`src/rtl/sram_mon_pkg.sv`:
```
package sram_mon_pkg;
  localparam int F_PULSE = 0;
  localparam int F_SETUP = 1;
  localparam int F_ADDR  = 2;
  localparam int F_RECOV = 3;
  localparam int F_CONT  = 4;
  localparam int NFLAGS  = 5;

  typedef struct packed {
    logic sel_n;
    logic chip_en;
    logic wr_n;
    logic oe_n;
    logic drv;
  } ctl_t;

  localparam ctl_t CTL_IDLE = '{sel_n: 1'b1, chip_en: 1'b0, wr_n: 1'b1, oe_n: 1'b1, drv: 1'b0};
endpackage

```
`src/rtl/sram_mon_sample.sv`:
```
module sram_mon_sample
  import sram_mon_pkg::*;
#(
  parameter int AW    = 19,
  parameter int LANES = 4,
  localparam int DW   = 8 * LANES
) (
  input  logic             clk,
  input  logic             rst,
  input  logic [AW-1:0]    addr_in,
  input  logic [DW-1:0]    data_in,
  input  ctl_t             ctl_in,
  input  logic [LANES-1:0] lane_in,
  output logic [AW-1:0]    addr_c,
  output logic [AW-1:0]    addr_p,
  output logic [DW-1:0]    data_c,
  output logic [DW-1:0]    data_p,
  output logic             drv_c,
  output logic             drv_p,
  output logic [LANES-1:0] lane_c,
  output logic [LANES-1:0] lane_p,
  output logic             we_c,
  output logic             we_p,
  output logic             rd_c,
  output logic             rd_p,
  output logic             sel_c
);
  ctl_t ctl_c, ctl_p;

  always_ff @(posedge clk) begin
    if (rst) begin
      ctl_c  <= CTL_IDLE;
      ctl_p  <= CTL_IDLE;
      lane_c <= '1;
      lane_p <= '1;
      addr_c <= '0;
      addr_p <= '0;
      data_c <= '0;
      data_p <= '0;
    end else begin
      ctl_c  <= ctl_in;
      ctl_p  <= ctl_c;
      lane_c <= lane_in;
      lane_p <= lane_c;
      addr_c <= addr_in;
      addr_p <= addr_c;
      data_c <= data_in;
      data_p <= data_c;
    end
  end

  assign sel_c = ~ctl_c.sel_n & ctl_c.chip_en;
  assign we_c  = sel_c & ~ctl_c.wr_n & ~(&lane_c);
  assign we_p  = ~ctl_p.sel_n & ctl_p.chip_en & ~ctl_p.wr_n & ~(&lane_p);
  assign rd_c  = sel_c & ctl_c.wr_n & ~ctl_c.oe_n & ~(&lane_c);
  assign rd_p  = ~ctl_p.sel_n & ctl_p.chip_en & ctl_p.wr_n & ~ctl_p.oe_n & ~(&lane_p);
  assign drv_c = ctl_c.drv;
  assign drv_p = ctl_p.drv;
endmodule

```
`src/rtl/sram_mon_wr.sv`:
```
module sram_mon_wr #(
  parameter int AW    = 19,
  parameter int DW    = 32,
  parameter int T_WP  = 3,
  parameter int T_DS  = 2,
  parameter int T_REC = 2,
  parameter int CW    = 16
) (
  input  logic          clk,
  input  logic          rst,
  input  logic          clr,
  input  logic          we,
  input  logic          we_p,
  input  logic [AW-1:0] addr,
  input  logic [AW-1:0] addr_p,
  input  logic [DW-1:0] data,
  input  logic [DW-1:0] data_p,
  input  logic          drv,
  input  logic          drv_p,
  output logic [3:0]    flags,
  output logic [CW-1:0] wr_count
);
  localparam int MAX_A = (T_WP > T_DS) ? T_WP : T_DS;
  localparam int MAXT  = ((MAX_A > T_REC) ? MAX_A : T_REC) + 1;
  localparam int TW    = $clog2(MAXT + 1);
  localparam logic [TW-1:0] SAT   = TW'(MAXT);
  localparam logic [TW-1:0] WP_C  = TW'(T_WP);
  localparam logic [TW-1:0] DS_C  = TW'(T_DS);
  localparam logic [TW-1:0] REC_C = TW'(T_REC);

  function automatic logic [TW-1:0] bump(input logic [TW-1:0] x);
    return (x == SAT) ? x : x + 1'b1;
  endfunction

  logic [TW-1:0] wcnt, dcnt, gap;
  logic seen, bad;

  logic rise, fall, addr_move, pw_short, ds_short, rc_short, ok_end;
  assign rise      = we & ~we_p;
  assign fall      = ~we & we_p;
  assign addr_move = we & we_p & (addr != addr_p);
  assign pw_short  = fall & (wcnt < WP_C);
  assign ds_short  = fall & (dcnt < DS_C);
  assign rc_short  = rise & seen & (gap < REC_C);
  assign ok_end    = fall & ~bad & ~pw_short & ~ds_short;

  always_ff @(posedge clk) begin
    if (rst) begin
      wcnt     <= '0;
      dcnt     <= '0;
      gap      <= SAT;
      seen     <= 1'b0;
      bad      <= 1'b0;
      flags    <= '0;
      wr_count <= '0;
    end else begin
      wcnt <= we ? (rise ? TW'(1) : bump(wcnt)) : '0;
      dcnt <= drv ? ((drv_p && data == data_p) ? bump(dcnt) : TW'(1)) : '0;
      gap  <= we ? '0 : (fall ? TW'(1) : bump(gap));
      if (fall) seen <= 1'b1;
      bad  <= rise ? rc_short : (bad | addr_move);
      if (ok_end) wr_count <= wr_count + 1'b1;
      if (clr) flags <= '0;
      else     flags <= flags | {rc_short, addr_move, ds_short, pw_short};
    end
  end

  assert_sticky_R11: assert property (@(posedge clk) disable iff (rst)
    (|($past(flags) & ~flags)) |-> $past(clr));
  assert_pulse_at_end_R2: assert property (@(posedge clk) disable iff (rst)
    $rose(flags[0]) |-> $past(fall));
  assert_addr_in_write_R4: assert property (@(posedge clk) disable iff (rst)
    $rose(flags[2]) |-> $past(we && we_p));
  assert_count_step_R6: assert property (@(posedge clk) disable iff (rst)
    (wr_count != $past(wr_count)) |-> ($past(fall) && wr_count == $past(wr_count) + 1'b1));
endmodule

```
`src/rtl/sram_mon_bus.sv`:
```
module sram_mon_bus #(
  parameter int AW     = 19,
  parameter int LANES  = 4,
  parameter int T_ACC  = 6,
  parameter int T_TURN = 2,
  parameter int CW     = 16
) (
  input  logic             clk,
  input  logic             rst,
  input  logic             clr,
  input  logic             rd,
  input  logic             rd_p,
  input  logic             sel,
  input  logic             drv,
  input  logic [AW-1:0]    addr,
  input  logic [AW-1:0]    addr_p,
  input  logic [LANES-1:0] lane,
  input  logic [LANES-1:0] lane_p,
  output logic             cont,
  output logic [CW-1:0]    rd_count
);
  localparam int RW = $clog2(T_ACC + 1);
  localparam int SW = $clog2(T_TURN + 2);
  localparam logic [RW-1:0] ACC_C  = RW'(T_ACC);
  localparam logic [RW-1:0] ACC_M1 = RW'(T_ACC - 1);
  localparam logic [SW-1:0] S_SAT  = SW'(T_TURN + 1);
  localparam logic [SW-1:0] TURN_C = SW'(T_TURN);
  localparam bit ACC_ONE = (T_ACC == 1);

  logic [RW-1:0] racc;
  logic [SW-1:0] since, since_now;
  logic cont_rd, rd_hit, clash;

  assign cont_rd   = rd_p & (addr == addr_p) & (lane == lane_p);
  assign rd_hit    = rd & (cont_rd ? (racc == ACC_M1) : ACC_ONE);
  assign since_now = rd ? '0 : (rd_p ? SW'(1) : ((since == S_SAT) ? since : since + 1'b1));
  assign clash     = sel & drv & (rd | (since_now <= TURN_C));

  always_ff @(posedge clk) begin
    if (rst) begin
      racc     <= '0;
      since    <= S_SAT;
      cont     <= 1'b0;
      rd_count <= '0;
    end else begin
      racc  <= rd ? (cont_rd ? ((racc == ACC_C) ? racc : racc + 1'b1) : RW'(1)) : '0;
      since <= since_now;
      if (rd_hit) rd_count <= rd_count + 1'b1;
      if (clr) cont <= 1'b0;
      else     cont <= cont | clash;
    end
  end

  assert_cont_selected_R10: assert property (@(posedge clk) disable iff (rst)
    $rose(cont) |-> $past(sel && drv));
  assert_cont_sticky_R11: assert property (@(posedge clk) disable iff (rst)
    $fell(cont) |-> $past(clr));
  assert_read_count_R7: assert property (@(posedge clk) disable iff (rst)
    (rd_count != $past(rd_count)) |-> ($past(rd) && rd_count == $past(rd_count) + 1'b1));
endmodule

```
`src/rtl/sram_bus_monitor.sv`:
```
module sram_bus_monitor
  import sram_mon_pkg::*;
#(
  parameter int AW     = 19,
  parameter int LANES  = 4,
  parameter int T_WP   = 3,
  parameter int T_DS   = 2,
  parameter int T_REC  = 2,
  parameter int T_ACC  = 6,
  parameter int T_TURN = 2,
  parameter int CW     = 16,
  localparam int DW    = 8 * LANES
) (
  input  logic              clk,
  input  logic              rst,
  input  logic              clr,
  input  logic [AW-1:0]     bus_addr,
  input  logic [DW-1:0]     bus_data,
  input  logic              bus_drive,
  input  logic              sel_n,
  input  logic              chip_en,
  input  logic              wr_n,
  input  logic              out_en_n,
  input  logic [LANES-1:0]  lane_en_n,
  output logic [NFLAGS-1:0] viol,
  output logic [CW-1:0]     wr_count,
  output logic [CW-1:0]     rd_count
);
  ctl_t ctl_in;
  assign ctl_in = '{sel_n: sel_n, chip_en: chip_en, wr_n: wr_n, oe_n: out_en_n, drv: bus_drive};

  logic [AW-1:0]    addr_c, addr_p;
  logic [DW-1:0]    data_c, data_p;
  logic [LANES-1:0] lane_c, lane_p;
  logic drv_c, drv_p, we_c, we_p, rd_c, rd_p, sel_c;
  logic [3:0] wflags;
  logic cont;

  sram_mon_sample #(.AW(AW), .LANES(LANES)) u_sample (
    .clk(clk), .rst(rst), .addr_in(bus_addr), .data_in(bus_data),
    .ctl_in(ctl_in), .lane_in(lane_en_n),
    .addr_c(addr_c), .addr_p(addr_p), .data_c(data_c), .data_p(data_p),
    .drv_c(drv_c), .drv_p(drv_p), .lane_c(lane_c), .lane_p(lane_p),
    .we_c(we_c), .we_p(we_p), .rd_c(rd_c), .rd_p(rd_p), .sel_c(sel_c)
  );

  sram_mon_wr #(.AW(AW), .DW(DW), .T_WP(T_WP), .T_DS(T_DS), .T_REC(T_REC), .CW(CW)) u_wr (
    .clk(clk), .rst(rst), .clr(clr), .we(we_c), .we_p(we_p),
    .addr(addr_c), .addr_p(addr_p), .data(data_c), .data_p(data_p),
    .drv(drv_c), .drv_p(drv_p), .flags(wflags), .wr_count(wr_count)
  );

  sram_mon_bus #(.AW(AW), .LANES(LANES), .T_ACC(T_ACC), .T_TURN(T_TURN), .CW(CW)) u_bus (
    .clk(clk), .rst(rst), .clr(clr), .rd(rd_c), .rd_p(rd_p), .sel(sel_c),
    .drv(drv_c), .addr(addr_c), .addr_p(addr_p), .lane(lane_c), .lane_p(lane_p),
    .cont(cont), .rd_count(rd_count)
  );

  assign viol[F_PULSE] = wflags[0];
  assign viol[F_SETUP] = wflags[1];
  assign viol[F_ADDR]  = wflags[2];
  assign viol[F_RECOV] = wflags[3];
  assign viol[F_CONT]  = cont;
endmodule

```
`config.mk`:
```
export PLATFORM = sky130hd
export DESIGN_NAME = sram_bus_monitor
export DESIGN_NICKNAME = d
export VERILOG_FILES = /design/src/rtl/sram_mon_pkg.sv /design/src/rtl/sram_mon_sample.sv /design/src/rtl/sram_mon_wr.sv /design/src/rtl/sram_mon_bus.sv /design/src/rtl/sram_bus_monitor.sv
export SDC_FILE = /design/constraint.sdc
export NUM_CORES = 1
export LEC_CHECK = 0
export ABC_AREA = 0
export ABC_CLOCK_PERIOD_IN_PS = 1970
export BUFFER_PORTS_ARGS = -buffer_cell sky130_fd_sc_hd__buf_2
export CAP_MARGIN = 20
export CORE_MARGIN = 2
export CORE_UTILIZATION = 35
export DETAILED_ROUTE_END_ITERATION = 6
export MAX_ROUTING_LAYER = met4
export PLACE_DENSITY = 0.52
export SETUP_SLACK_MARGIN = 0.02
export SYNTH_ARGS = -nofsm -noshare
export SYNTH_HDL_FRONTEND = slang
export SYNTH_SLANG_ARGS = --single-unit
```
`constraint.sdc`:
```
create_clock -name clk -period 1.97 [get_ports clk]
set_input_delay 0.394 -clock clk [delete_from_list [all_inputs] [get_ports clk]]
set_output_delay 0.394 -clock clk [all_outputs]
set_load 0.02 [all_outputs]
```
==> results_dict.tcl <==
set metrics [dict create \
    setup_viol 1 \
    period_share_pct 100.2 \
    syn_to_final_growth_pct 22.40 \
    first_iter_violations 172 \
    fillers 1800 \
    multiInputGateArea_um2 3020 \
    grt_use_total_pct 13.41 \
    cellPowerDensity_nw_per_um2 902.2 \
    mappedNetlistArea_um2 6591 \
    min_from "out_en_n" \
    synthFlopType "dfxtp_1" \
    gp_congestion 0.7693 \
    cts_made_buffers 17 \
    post_drt_wl_per_cell_um 12.59 \
    ir_drop_mv 0.6033 \
    dieHeight_um 141.2 \
    sw_frac_of_total_pct 22.48 \
    cts_hold_buffers 0 \
    synth_top_cell_by_area "dfxtp_1" \
    worst_skew_pair.late_latency_ps 420 \
    worstMarginPinSlew_ps 736.4 \
    cts_tree "built" \
    core_area_um2 18580 \
    yosys.area.top_type_share_pct 52.54 \
    synth_edf_count 0 \
    fin_area_um2 8068 \
    finClkSkew_ps 7.894 \
    slew_headroom_pct 50.91 \
    clockRootBuffer "clkbuf_16" \
    fmax_mhz 506.8 \
    period_minus_slack_ps 1973 \
    die-width_um 141.2 \
    grt-busiest-layer "met2" \
    avgSynthCellArea_um2 10.17 \
    num_vias 4602 \
    use_met3_pct 3.125 \
    rsz0062_at_grt "yes" \
    ys_seq_area_share_pct 52.54 \
    ant_nets 0 \
    synthCells 648 \
    drive_above_1_share_pct 24.77 \
    io_pins 100 \
    drc_errors 0 \
    syn-num-nets 722 \
    cp.required_ps 2290 \
    dpl_cell_area_um2 7392 \
    yosysWarnings 0 \
    start_util_pct 35.47 \
    yosys_register_bits 173 \
    clock_power_share_pct 43.7 \
    clock_path_buffers 2 \
    seqCellArea_um2 3465 \
    rows 50 \
    cap_violations 0 \
    internal-power_mw 5.642 \
    fin_ws_ps -3.065 \
    worstSetupEndpointType "flip-flop" \
    path_clk_slew_ps 70 \
    drtPass1Iterations 5 \
    hp-class "input port to flip-flop" \
    slew_violations 0 \
    yosys.cell_types.count 50 \
    cp_max_fo 19 \
    async_reset_ff_share_pct 0 \
    htreeDepth 4 \
    final_nets 828 \
    startpoint_type "flip-flop" \
    hpwl_um 8861 \
    routed_via_density 4.597 \
    crit_type "flip-flop to flip-flop" \
    violations "setup timing" \
    hold_viol_final 0 \
    synth.area.top_cells "dfxtp_1 (53%), nor2b_1 (11%), xnor2_1 (5.8%), xor2_1 (3.5%), nand4_1 (2.3%)" \
    r2r_start "u_sample.addr_p[1]" \
    grt_max_degree 73 \
    synth_common_cells "dfxtp_1 (173), nor2b_1 (118), xnor2_1 (44), nor2_1 (35), xor2_1 (26)" \
    p_sw_mw 1.637 \
    setup_tns_ps -3.065 \
    p_total_mw 7.279 \
    overflow 0 \
    whs_ps 159.2 \
    synth.most_common_cell "dfxtp_1" \
    pwr-share-seq_pct 50.8 \
    power_leakage_nw 3.236 \
    worstSetupStartpoint "u_sample.addr_p[1]" \
    grt_pass1_wl_um 21000 \
    crit_arrival_ps 2300 \
    combPwrFrac_pct 5.6 \
    grt_pass1_vias 4446 \
    dieArea_um2 19950 \
    clock_sinks 173 \
    diodes 0 \
    wirelength_um 12600 \
    use_met1_pct 17.53 \
    status "finished with violations" \
    portBuffers 99 \
    grt_antenna_before_repair 0 \
    use_met2_pct 20.54 \
]
-- state kept, by name, indices dropped and copies added (netlist names) --
name	flops
u_bus.cont	1
u_wr.wr_count	16
u_wr.seen	1
u_sample.drv_p	1
u_wr.gap	3
u_sample.data_c	32
u_sample.ctl_c	4
u_bus.rd_count	16
u_wr.bad	1
u_bus.racc	3
u_bus.since	2
u_sample.addr_p	19
u_sample.drv_c	1
u_sample.addr_c	19
u_sample.lane_c	4
u_sample.ctl_p	4
u_wr.wcnt	3
u_wr.dcnt	3
u_sample.data_p	32
u_wr.flags	4
u_sample.lane_p	4
-- final cells by class --
class | instances | area share [%]
inverters | 18 | 0.8375
clock inverters | 10 | 1.349
clock buffers | 22 | 5.630
well taps | 234 | 3.629
multi-input cells | 429 | 37.44
flip-flops and latches | 173 | 42.94
repair buffers | 115 | 8.173
-- worst max-delay path: stages (launching register included) --
cell	delay [ps]
dfxtp_1	310
xor2_1	160
nor4_2	260
buf_4	140
nand4_1	120
buf_6	210
buf_4	160
or2_4	230
nor4_2	290
-- through the flow --
| step | std cells | setup slack, ps | utilization (%) |
|---|---|---|---|
| floorplan | 648 | 165.4 | - |
| global placement | 967 | -95.08 | 39.78 |
| detailed placement | 967 | -93.94 | 39.78 |
| CTS | 1001 | -41.37 | 43.22 |
| global route | 1001 | -117.6 | 43.42 |
| finish | 1001 | -3.065 | 43.42 |
-- final timing paths --
| check | slack [ps] | to | cells after the start |
|---|---|---|---|
| max | -3 | u_bus.racc[1] | 8 |
| min | 160 | u_sample.ctl_c[1] | 2 |
| max reg2reg | -3 | u_bus.racc[1] | 8 |
| min reg2reg | 460 | u_wr.flags[2] | 2 |
-- power groups by stage --
stage               Clock, mW  Sequential [mW]  Combinational [mW]
finish                   3.18             3.69               0.405
global route             3.42             3.71               0.459
CTS                      3.29             3.70               0.408
detailed placement          0             3.77               0.406
global placement            0             3.77               0.398
floorplan                   0             3.76               0.283
-- cell usage in the layout, fill, tap and decap left out, types with 5 or more instances in the layout --
cell type / instances
nand4_1: 24
or3_1: 7
nor2_1: 35
a21oi_1: 10
nor3_1: 17
nor2b_1: 118
o21ai_0: 9
clkinv_4: 5
nor4_2: 12
inv_1: 18
nand3_1: 10
ha_1: 11
or2_2: 15
xnor2_1: 44
nand3b_1: 5
buf_4: 13
nor4_1: 12
buf_2: 98
xor2_1: 26
nand2b_1: 5
mux2_1: 8
nand2_1: 18
dfxtp_1: 172
mux2_2: 6
clkbuf_16: 17
-- logic make-up after synthesis --
group / Yosys count / synth area share [%]
flip-flops: 173 / 52.54
AND/OR/NAND/NOR: 297 / 27.09
adder cells (fa/ha/maj): 11 / 2.088
AO/OA/AOI/OAI: 34 / 3.284
XOR/XNOR: 70 / 9.301
buffers and inverters: 46 / 2.847
multiplexers: 17 / 2.847
-- layer usage --
metal  vias to the layer above  share of wire (%)
met3                        14                4.0
met1                      2109                 49
met2                       100                 46
li1                       2379                  -
met4                         0                1.3
met5                         -                  0
-- repair_timing --
item	4_1_cts	5_1_grt
endpoints found under the setup margin	14	21
hold endpoints to repair	0	0
buffers inserted	2	0
pin swaps	1	1
gates resized for setup	8	8
Note: power is estimated with default switching activity, not from simulation.
